`config.mk`:
```
export PLATFORM = sky130hd
export DESIGN_NAME = tripwm_gen
export DESIGN_NICKNAME = d
export VERILOG_FILES = /design/src/rtl/tripwm_pkg.sv /design/src/rtl/tripwm_ctrl.sv /design/src/rtl/tripwm_updown.sv /design/src/rtl/tripwm_dpath.sv /design/src/rtl/tripwm_gen.sv
export SDC_FILE = /design/constraint.sdc
export NUM_CORES = 1
export LEC_CHECK = 0
export ABC_AREA = 1
export CORE_MARGIN = 2
export CORE_UTILIZATION = 35
export DETAILED_ROUTE_END_ITERATION = 7
export PLACE_DENSITY = 0.51
export SETUP_SLACK_MARGIN = 0.3
export SLEW_MARGIN = 20
export SYNTH_ARGS = -nofsm -noshare
export SYNTH_HDL_FRONTEND = slang
export SYNTH_SLANG_ARGS = --single-unit
```
`constraint.sdc`:
```
create_clock -name clk -period 4.39 [get_ports clk]
set_input_delay 0.878 -clock clk [delete_from_list [all_inputs] [get_ports clk]]
set_output_delay 0.878 -clock clk [all_outputs]
set_load 0.05 [all_outputs]
```
`src/rtl/tripwm_pkg.sv`:
```
package tripwm_pkg;
  typedef struct packed {
    logic load;   // stopped: counters take their initial values
    logic step;   // running and ticked: counters advance
  } tripwm_strobe_t;
endpackage

```
`src/rtl/tripwm_ctrl.sv`:
```
module tripwm_ctrl
  import tripwm_pkg::*;
(
  input  logic           clk,
  input  logic           rstN,
  input  logic           runReq,
  input  logic           tick,
  output logic           runQ,
  output tripwm_strobe_t strobe
);
  always_ff @(posedge clk) begin
    if (!rstN) runQ <= 1'b0;
    else       runQ <= runReq;
  end

  always_comb begin
    strobe.load = ~runQ;
    strobe.step = runQ & tick;
  end
endmodule

```
`src/rtl/tripwm_updown.sv`:
```
module tripwm_updown #(
  parameter int W = 16
) (
  input  logic         clk,
  input  logic         rstN,
  input  logic         load,
  input  logic         step,
  input  logic [W-1:0] initVal,
  input  logic [W:0]   topVal,
  output logic [W-1:0] cnt
);
  logic goingDown;

  always_ff @(posedge clk) begin
    if (!rstN) begin
      cnt       <= '0;
      goingDown <= 1'b0;
    end else if (load) begin
      cnt       <= initVal;
      goingDown <= 1'b0;
    end else if (step) begin
      if (!goingDown) begin
        if ({1'b0, cnt} >= topVal) begin
          goingDown <= 1'b1;
          cnt       <= cnt - 1'b1;
        end else begin
          cnt <= cnt + 1'b1;
        end
      end else begin
        if (cnt == '0) begin
          goingDown <= 1'b0;
          cnt       <= cnt + 1'b1;
        end else begin
          cnt <= cnt - 1'b1;
        end
      end
    end
  end
endmodule

```
`src/rtl/tripwm_dpath.sv`:
```
module tripwm_dpath
  import tripwm_pkg::*;
#(
  parameter int CNT_W = 16,
  parameter int NPAIR = 3
) (
  input  logic                   clk,
  input  logic                   rstN,
  input  tripwm_strobe_t         strobe,
  input  logic                   runQ,
  input  logic [CNT_W-1:0]       leadInit,
  input  logic [CNT_W-1:0]       lagInit,
  input  logic [CNT_W-1:0]       limitReg,
  input  logic [NPAIR*CNT_W-1:0] turnPts,
  output logic [CNT_W-1:0]       leadCnt,
  output logic [CNT_W-1:0]       lagCnt,
  output logic [NPAIR-1:0]       pwmPos,
  output logic [NPAIR-1:0]       pwmNeg
);
  localparam int TOP_W = CNT_W + 1;

  logic [TOP_W-1:0] topVal;
  assign topVal = {1'b0, limitReg} + 1'b1;

  tripwm_updown #(.W(CNT_W)) uLead (
    .clk(clk), .rstN(rstN), .load(strobe.load), .step(strobe.step),
    .initVal(leadInit), .topVal(topVal), .cnt(leadCnt)
  );

  tripwm_updown #(.W(CNT_W)) uLag (
    .clk(clk), .rstN(rstN), .load(strobe.load), .step(strobe.step),
    .initVal(lagInit), .topVal(topVal), .cnt(lagCnt)
  );

  for (genvar k = 0; k < NPAIR; k++) begin : gLeg
    logic [CNT_W-1:0] turn;
    logic leadAbove, lagAbove;
    assign turn      = turnPts[k*CNT_W +: CNT_W];
    assign leadAbove = leadCnt > turn;
    assign lagAbove  = lagCnt  > turn;

    always_comb begin
      if (!runQ) begin
        pwmPos[k] = 1'b0;
        pwmNeg[k] = 1'b0;
      end else if (turn == '0) begin
        pwmPos[k] = 1'b1;
        pwmNeg[k] = 1'b0;
      end else if ({1'b0, turn} >= topVal) begin
        pwmPos[k] = 1'b0;
        pwmNeg[k] = 1'b1;
      end else begin
        pwmPos[k] = leadAbove & lagAbove;
        pwmNeg[k] = ~leadAbove & ~lagAbove;
      end
    end
  end
endmodule

```
`src/rtl/tripwm_gen.sv`:
```
module tripwm_gen
  import tripwm_pkg::*;
#(
  parameter int CNT_W = 16,
  parameter int NPAIR = 3
) (
  input  logic                   clk,
  input  logic                   rstN,
  input  logic                   tick,
  input  logic                   runReq,
  input  logic [CNT_W-1:0]       leadInit,
  input  logic [CNT_W-1:0]       lagInit,
  input  logic [CNT_W-1:0]       limitReg,
  input  logic [NPAIR*CNT_W-1:0] turnPts,
  output logic [NPAIR-1:0]       pwmPos,
  output logic [NPAIR-1:0]       pwmNeg
);
  tripwm_strobe_t   strobe;
  logic             runQ;
  logic [CNT_W-1:0] leadCnt;
  logic [CNT_W-1:0] lagCnt;

  tripwm_ctrl uCtrl (
    .clk(clk), .rstN(rstN), .runReq(runReq), .tick(tick),
    .runQ(runQ), .strobe(strobe)
  );

  tripwm_dpath #(.CNT_W(CNT_W), .NPAIR(NPAIR)) uDpath (
    .clk(clk), .rstN(rstN), .strobe(strobe), .runQ(runQ),
    .leadInit(leadInit), .lagInit(lagInit), .limitReg(limitReg),
    .turnPts(turnPts), .leadCnt(leadCnt), .lagCnt(lagCnt),
    .pwmPos(pwmPos), .pwmNeg(pwmNeg)
  );
endmodule

```
# ---- After elaboration in Yosys (flattened, before gate mapping)
# Index checks and enable logic that the tools add are counted.
dict set report word_totals {
  ff_bits 35
}
dict set report op_classes {
  add_sub_neg 5
  n_lt_le_gt_ge 11
  eq_ne 1
  muxes 34
  bitwise_logic 13
  reduce_logical 6
}
# operator n
set ops {}
lappend ops {{2-to-1 mux 16 bit} 10}
lappend ops {{greater-than comparator 16 bit} 6}
lappend ops {{>= comparator 16 x 17 -> 1 bit} 5}
lappend ops {{logical NOT 16 bit} 5}
lappend ops {{adder 16 x 1 -> 16 bit, second input constant} 2}
lappend ops {{subtractor 16 x 1 -> 16 bit, second input constant} 2}
lappend ops {{2-to-1 mux 1 bit} 24}
lappend ops {{adder 16 x 1 -> 17 bit, second input constant} 1}
lappend ops {{AND 1 bit} 7}
lappend ops {{NOT 1 bit} 6}
lappend ops {{!= test 2 x 1 -> 1 bit, second input constant} 1}
lappend ops {{AND reduction 2 bit} 1}

# ---- Longest topological paths before layout
# Gate-level depths: netlist of the first run.
dict set report logic_depth {
  ltp_word 6
  ltp_mapped 20
  mapped_depth_nobuf 20
}

# ---- Hierarchy
# From an unflattened synthesis of the first run, not the netlist that was laid out.
dict set report unflattened {
  hier_cells 1318
  hier_area_um2 8569.5
}
# mod n_inst cells_each area_each_um2 seq_area_each_um2
set modules_own_cells {}
lappend modules_own_cells {tripwm_updown 2 345 2254.7 340.3}
lappend modules_own_cells {tripwm_dpath 1 622 4021.4 0.0}
lappend modules_own_cells {tripwm_ctrl 1 6 38.8 20.0}

# ---- Worst setup path before layout of the first run
# No wires, ideal clock.
dict set report synth_path {
  kind {input to output}
  startpoint {input port limitReg[0]}
  endpoint {output port pwmPos[2]}
  arrival_ns 3.581
  path_slack_ns -0.069
  path_stages 16
  cell_sequence {ha_1 nand2_1 nor2_4 nand2_4 nor3_1 xor2_1 ha_1 nand2_1 nor2_1 nand3b_1 nor4_1 a41oi_1 nand2_1 nand2_1 nand2_1 a21oi_1}
}
dict set report synth_via {
  elab_chain_cells 5
}
# item line_no
set synth_lines {}
lappend synth_lines {{start, declared} tripwm_gen.sv:13} ;# input logic [CNT_W-1:0] limitReg,
lappend synth_lines {{adder 16 x 1 -> 17 bit} tripwm_dpath.sv:23} ;# assign topVal = {1'b0, limitReg} + 1'b1;
lappend synth_lines {{>= comparator 16 x 17 -> 1 bit} tripwm_dpath.sv:49} ;# end else if ({1'b0, turn} >= topVal) begin
lappend synth_lines {{2-to-1 mux 1 bit} tripwm_dpath.sv:49}
lappend synth_lines {{2-to-1 mux 1 bit} tripwm_dpath.sv:46} ;# end else if (turn == '0) begin
lappend synth_lines {{2-to-1 mux 1 bit} tripwm_dpath.sv:43} ;# if (!runQ) begin
lappend synth_lines {{end, declared} tripwm_gen.sv:15} ;# output logic [NPAIR-1:0] pwmPos,
# Every way passes these cells.

# ---- Worst setup path after layout of the first run
dict set report layout_path {
  startpoint {input port limitReg[1]}
  endpoint {output port pwmPos[2]}
}
# Same word-level chain as after synthesis.

==> results of run 1 <==
==> where the power goes <==
group | internal [W] | switching, W | leakage [nW]
logic | 0.000437 | 0.000581 | 4.90
clock network | 0.000272 | 0.000183 | 0.0844
registers | 0.000339 | 0.0000896 | 0.290
total | 0.00105 | 0.000853 | 5.27
==> registers in the layout, indices dropped and copies added (netlist names) <==
name / cells
uDpath.uLead.goingDown: 1
uDpath.uLag.goingDown: 1
uDpath.uLead.cnt: 16
uCtrl.runQ: 1
uDpath.uLag.cnt: 16
==> cell type report <==
| class | instances | area, um^2 | area share, % |
|---|---|---|---|
| clock buffer | 5 | 125.1 | 1.166 |
| clock inverter | 3 | 47.55 | 0.4432 |
| inverter | 170 | 643.1 | 5.995 |
| multi-input combinational | 1058 | 7131 | 66.47 |
| sequential | 35 | 700.7 | 6.531 |
| tap | 285 | 356.6 | 3.324 |
| timing repair buffer | 190 | 1724 | 16.07 |
==> cell families (layout without fill, tap and decap cells) <==
family,Yosys count,count (layout),synth area share (%)
buf+inv,194,368,8.990
fa+ha+maj,173,173,26.63
xor+xnor,64,64,6.897
simple gates,629,629,35.75
flops,35,35,8.621
compound gates,192,192,13.12
==> metal layers <==
metal	part of all wire [%]	up-vias	wire [um]	track usage, %
li1	-	4712	-	-
met1	47	4313	15770	38.62
met2	44	325	14620	43.61
met3	6.7	52	2237	4.182
met4	2.7	0	918	8.432
met5	0	-	0	0
==> critical path, stage by stage <==
cell and delay (ns):
buf_8 0.10, ha_4 0.16, nand2_4 0.07, nor2_4 0.04, buf_6 0.11, buf_6 0.11
xnor2_4 0.18, buf_4 0.15, ha_4 0.20, a21oi_2 0.14, o21ba_2 0.14, nand4_1 0.10
nand2_1 0.08, nand3_1 0.06, nand3_1 0.07, nand2_1 0.05, nand2_1 0.05, nand2_1 0.06
nand2_2 0.10, nand2_1 0.07, a21oi_2 0.20, buf_12 0.18
==> layout by cell type (no fill, tap or decap), types with 3 or more instances in the layout <==
cell type        synthesis  routed
nand2_1                282     265
ha_1                   173     163
inv_1                  164     159
nor2_1                 114     107
a21oi_1                110     102
nand3_1                 96      92
buf_4                    0      85
clkdlybuf4s50_1          0      84
nand4_1                 57      57
xor2_1                  57      53
o21ai_0                 52      50
dfxtp_1                 35      35
nor3_1                  28      22
nand2_2                  5      19
nand3b_1                12      12
nand2_4                  8      11
nor4_1                  12      10
ha_4                     0      10
nor2_4                   2       8
a21oi_2                  1       8
nand3_2                  3       7
nor2_2                   6       7
buf_6                    0       7
inv_2                    2       6
o21ai_1                  4       6
nor3_2                   0       5
o21a_1                   5       5
o2111ai_1                5       5
clkbuf_16                0       5
buf_2                    2       5
buf_12                   0       5
xnor2_1                  7       4
clkinv_1                 4       3
a22o_1                   3       3
dlygate4sd2_1            0       3
==> what timing repair did <==
item / CTS / global route
hold buffers: 0 / 0
pin swaps: 38 / 28
setup buffers: 9 / 3
setup endpoints to repair: 6 / 6
resized for setup: 117 / 26
==> through the flow <==
stage	power [W]	cell area, um^2	TNS (ns)
2_1_floorplan	0.0009737	8170	0
3_3_place_gp	0.001381	10080	-1.902
3_5_place_dp	0.001385	10080	-1.973
4_1_cts	0.001874	10570	0
5_1_grt	0.002042	10730	0
6_report	0.001901	10730	0
==> worst paths after layout <==
| path | depth (start not counted) | to | slack [ns] |
|---|---|---|---|
| max | 22 | pwmPos[2] | 0.21 |
| min | 2 | uDpath.uLead.goingDown$_SDFFE_PN0P_ | 0.53 |
| max reg2reg | 9 | uDpath.uLead.cnt[10]$_SDFFE_PN0P_ | 1.76 |
| min reg2reg | 2 | uDpath.uLead.goingDown$_SDFFE_PN0P_ | 0.53 |
==> results.md, run 1 <==
- Status: complete, no violations
- Worst endpoint required time: 3.51 ns
- Most frequent cell after synthesis: nand2_1
- Post-synth ARST share: 0%
- Final clock skew: 0.01351 ns
- CTS tree: built
- Area grow syn2layout: 31.99%
- WP data arrival: 3.30 ns
- Die area: 24460 um^2
- PD cells: 177.2 nW/um^2
- Final GP Congestion: 0.9305
- First-pass GRT wire length: 51.24 mm
- GR Overflow Total: 0
- Max H-tree Level: 2
- CP startpoint: limitReg[1]
- RSZ-0062 raised after global routing: true
- Slew headroom: 43.41%
- Final worst setup slack: 0.2116 ns
- Worst vdd rail ir drop: 158.1 uV
- Wire per inst: 19.21 um
- Initial antenna violation count: 0
- Crit start category: input pin
- Library cells used by synthesis: 42
- Final hold vios: 0
- N_diodes: 0
- Flop and latch count out of synthesis: 35
- Tot GR Track Use: 27.61%
- CTS sink cnt: 35
- Largest net degree at the start of global routing: 29
- Crit path kind: input pin to output port
- CTS Buf Count: 5
- Vias in the first global route: 8929
- Core Area: 22710 um^2
- Final std cells w/o fill: 1746
- Die extent in y: 156.4 um
- Post-synthesis cell count: 1287
- Syn_area_per_cell: 6.315 um^2
- Beginning of the worst hold path: uDpath.uLead.goingDown$_SDFFE_PN0P_
- Worst hold-check path type: flop to flop
- Post-synth top cells: nand2_1, ha_1, inv_1, nor2_1, a21oi_1
- Synth warn: 0
- Largest cells by area after synthesis: ha_1, nand2_1, dfxtp_1
- Layout cell share with drive strength beyond 1: 14.51%
- Max Cap Violations: 0
- RR Startpoint: uCtrl.runQ$_SDFF_PN0_
- Clock-pin slew on the worst setup and hold paths: 0.07 ns
- Post-route clock period utilization: 95.18%
- Hpwl dp: 26.55 mm
- Post-layout util: 47.24%
- Vias: 9402
- Final setup viols: 0
- Io pins: 106
- DR DRC count: 0
- Sequential area share after synthesis: 8.621%
- Most used DFF post-synth: dfxtp_1
- Clock latency on the worst-skew pair: 0.30 ns
- Router iterations before antenna repair: 5
- Pre-CTS setup slack: -0.3655 ns
- Leading area contributor after synthesis: ha_1
- Net count after synthesis: 1560
- Achievable Freq: 239.3 MHz
- Number of buffers inserted by port buffering: 105
- Post-synth EDFFs: 0
- Post-route minimum period: 4.178 ns
- Final ANT Viol Nets: 0
- Placed cell count: 1726
- Share of the synthesized area in the top cell type: 26.63%
- Chip width: 156.4 um
- Drt total wl: 33.55 mm
- Detailed Route Iter0 Violations: 661
- Initial core utilization: 35.79%
- Fill cells: 2385
- Min Hold Slack: 0.5302 ns
- # rows: 55
- Vias per cell: 5.385
- P_leak: 5.271 nW
- Critical Path Sink Type: output port
- Clock root cell: clkbuf_16
- Crit path max fanout: 3
- Max Buffers Root-to-Sink: 2
- Slew Limit Fails: 0
- Post-Syn Area: 8128 um^2
- Nets: 1733
- Slew of the pin with the lowest slew margin: 0.8480 ns
Note: power is estimated with default switching activity, not from simulation.
==> inputs of run 2 (changes only) <==
--- a/config.mk
+++ b/config.mk
@@ -7,11 +7,13 @@
 export LEC_CHECK = 0
 export ABC_AREA = 1
 export CORE_MARGIN = 2
-export CORE_UTILIZATION = 35
+export CORE_UTILIZATION = 59
 export DETAILED_ROUTE_END_ITERATION = 7
-export PLACE_DENSITY = 0.51
+export HOLD_SLACK_MARGIN = 0.02
+export PLACE_DENSITY = 0.8
 export SETUP_SLACK_MARGIN = 0.3
 export SLEW_MARGIN = 20
 export SYNTH_ARGS = -nofsm -noshare
 export SYNTH_HDL_FRONTEND = slang
+export SYNTH_HIERARCHICAL = 1
 export SYNTH_SLANG_ARGS = --single-unit
==> results.md, run 2 <==
- Core Area: 14370 um^2
- Post-route minimum period: 4.241 ns
- Initial antenna violation count: 0
- CTS sink cnt: 35
- Most used DFF post-synth: dfxtp_1
- Die area: 15500 um^2
- Final clock skew: 0.009883 ns
- Chip width: 124.5 um
- Beginning of the worst hold path: uDpath/uLag/cnt[3]$_SDFFE_PN0P_
- GR Overflow Total: 0
- Initial core utilization: 59.64%
- Wire per inst: 17.90 um
- Library cells used by synthesis: 38
- Setup TNS: 0 ns
- Syn_area_per_cell: 6.502 um^2
- Largest net degree at the start of global routing: 24
- Final hold vios: 0
- Combinational Power Share: 56.5%
- N_diodes: 0
- Largest cells by area after synthesis: ha_1, nand2_1, dfxtp_1
- Die extent in y: 124.5 um
- Area grow syn2layout: 26.65%
- Nets: 1750
- Slew of the pin with the lowest slew margin: 0.8221 ns
- PD cells: 167.7 nW/um^2
- Clock-pin slew on the worst setup and hold paths: 0.06 ns
- Achievable Freq: 235.8 MHz
- CP startpoint: limitReg[0]
- DR DRC count: 0
- Flop and latch count out of synthesis: 35
- Sequential Power Share: 23.1%
- CTS Buf Count: 5
- Worst vdd rail ir drop: 234.8 uV
- Hpwl dp: 23.28 mm
- Drt total wl: 29.67 mm
- Hold Buf Count CTS: 0
- Crit path kind: input pin to output port
- RSZ-0062 raised after global routing: true
- Most frequent cells in the layout: nand2_1, inv_1, ha_1
- Hold path endpoint: uDpath/uLag/cnt[3]$_SDFFE_PN0P_
- Psw: 0.0008324 W
- Max H-tree Level: 2
- Final worst setup slack: 0.1488 ns
- Critical Path Sink Type: output port
- WP data arrival: 3.36 ns
- First-pass GRT wire length: 46.11 mm
- Post-synth EDFFs: 0
- Post-synthesis cell count: 1318
- Sequential area share after synthesis: 8.176%
- RR Startpoint: uDpath/uLead/cnt[12]$_SDFFE_PN0P_
- Top flop regs: uDpath/uLag/cnt: 16 flops, uDpath/uLead/cnt: 16 flops
- Synth warn: 6
- Number of buffers inserted by port buffering: 105
- Slew headroom: 45.13%
- Max Cap Violations: 0
- Pre-CTS setup slack: -0.3042 ns
- Sw frac: 45.73%
- Post-route clock period utilization: 96.61%
- Tot GR Track Use: 36.60%
- Worst hold-check path type: flop to flop
- Final setup viols: 0
- Max Buffers Root-to-Sink: 2
- Final ANT Viol Nets: 0
- Worst endpoint required time: 3.51 ns
- Post-synth top cells: nand2_1, inv_1, ha_1, nor2_1, a21oi_1
- Worst Reg-to-Reg Cells: 15
- Critical R2R Capture: uDpath/uLead/cnt[7]$_SDFFE_PN0P_
- Net count after synthesis: 1595
- Slew Limit Fails: 0
- P_leak: 5.386 nW
- Clock root cell: clkbuf_16
- Status: complete, no violations
- Vias per cell: 5.884
- Clock Power Share: 20.4%
- Vias in the first global route: 9214
- Hold Path Stages: 3
- Commonest non-fill, non-tap cell in the layout: nand2_1
- Clock latency on the worst-skew pair: 0.30 ns
- Final GP Congestion: 0.9587
- Crit path max fanout: 4
- CTS tree: built
- Post-synth ARST share: 0%
- Leading area contributor after synthesis: ha_1
- Share of the synthesized area in the top cell type: 25.84%
- Post-Syn Area: 8569 um^2
- Reg-to-reg slack, setup: 1.91 ns
- Crit start category: input pin
- Layout cell share with drive strength beyond 1: 18.86%
- # rows: 44
- Io pins: 106
- Vias: 9756
- P_int: 0.0009876 W
- Detailed Route Iter0 Violations: 698
- Most frequent cell after synthesis: nand2_1
- Router iterations before antenna repair: 6
==> run 2: changes by cell type in the layout (fill, tap and decap cells not counted), sizes merged, moves of 5 or more <==
cell    delta
nand3     +21
xor2      -15
a21oi      -7
o21ai     -17
a22oi     +21
a21o       +7
nor2      +12
buf       -21
clkinv     -5
inv       +32
nor4       +6
nand4     -31
o211ai     +6
==> run 2: timing repair <==
item                                    4_1_cts  5_1_grt
pin swaps                                    25       40
gates resized for setup                      84       63
setup buffers                                11        8
endpoints found under the setup margin        7        6
hold endpoints to repair                      0        0
==> run 2: worst max-delay path by stage <==
stage	endpoint	slack, ns	depth (start not counted)
detailed placement	pwmNeg[1]	-0.30	20
global placement	pwmNeg[1]	-0.24	20
finish	pwmNeg[1]	0.15	20
floorplan	pwmNeg[1]	0.23	18
global route	pwmNeg[1]	0.01	19
CTS	pwmNeg[1]	0.27	20
==> run 2: metal layers <==
metal / vias to the layer above / track usage, % / routed length [um]
met5: - / 0 / 0
met2: 446 / 61.49 / 13540
met3: 94 / 3.780 / 2120
met4: 0 / 18.04 / 1696
li1: 4732 / - / -
met1: 4484 / 46.66 / 12310
==> run 2: kinds of logic after synthesis <==
kind of cell | Yosys count | share of synthesized area, %
AO/OA/AOI/OAI | 187 | 12.34
AND/OR/NAND/NOR | 645 | 37.52
adder cells (fa/ha/maj) | 177 | 25.84
flip-flops | 35 | 8.176
XOR/XNOR | 51 | 5.212
buffers and inverters | 223 | 10.91
==> run 2: per-stage QoR <==
step	hold WS (ns)	power [W]	area, um^2	utilization [%]	cells
floorplan	0.5676	0.001016	8591	-	1318
global placement	0.6548	0.001337	10110	70.39	1631
detailed placement	0.6571	0.001361	10110	70.39	1631
CTS	0.6670	0.001759	10510	73.14	1650
global route	0.7135	0.001958	10850	75.53	1658
finish	0.6690	0.001820	10850	75.53	1658
==> run 2: worst max-delay path, cell delays in order <==
cell     delay (ns)
buf_8          0.08
ha_4           0.14
nand2_4        0.06
nor2_4         0.19
buf_6          0.14
nand3_4        0.08
xor2_4         0.20
ha_4           0.29
nand2_1        0.07
nor3_2         0.20
buf_4          0.15
nand3_1        0.07
nor2_1         0.11
nand2_1        0.07
nand2_1        0.08
nand2_2        0.06
nand3_2        0.07
nand2_1        0.08
nor2_2         0.18
buf_12         0.16
==> run 2: cell type report <==
| cell class | instances | area (um^2) |
|---|---|---|
| multi-input cells | 1060 | 7401 |
| fillers | 1170 | 3516 |
| clock inverters | 3 | 23.77 |
| well taps | 184 | 230.2 |
| inverters | 197 | 742.0 |
| flip-flops and latches | 35 | 700.7 |
| repair buffers | 174 | 1630 |
| clock buffers | 5 | 125.1 |
==> run 2: power by group through the flow <==
stage	logic (W)	registers [W]	clock network, W
finish	0.00103	0.000420	0.000372
floorplan	0.000633	0.000383	0
global route	0.00114	0.000424	0.000394
CTS	0.000960	0.000418	0.000380
detailed placement	0.000935	0.000425	0
global placement	0.000912	0.000425	0
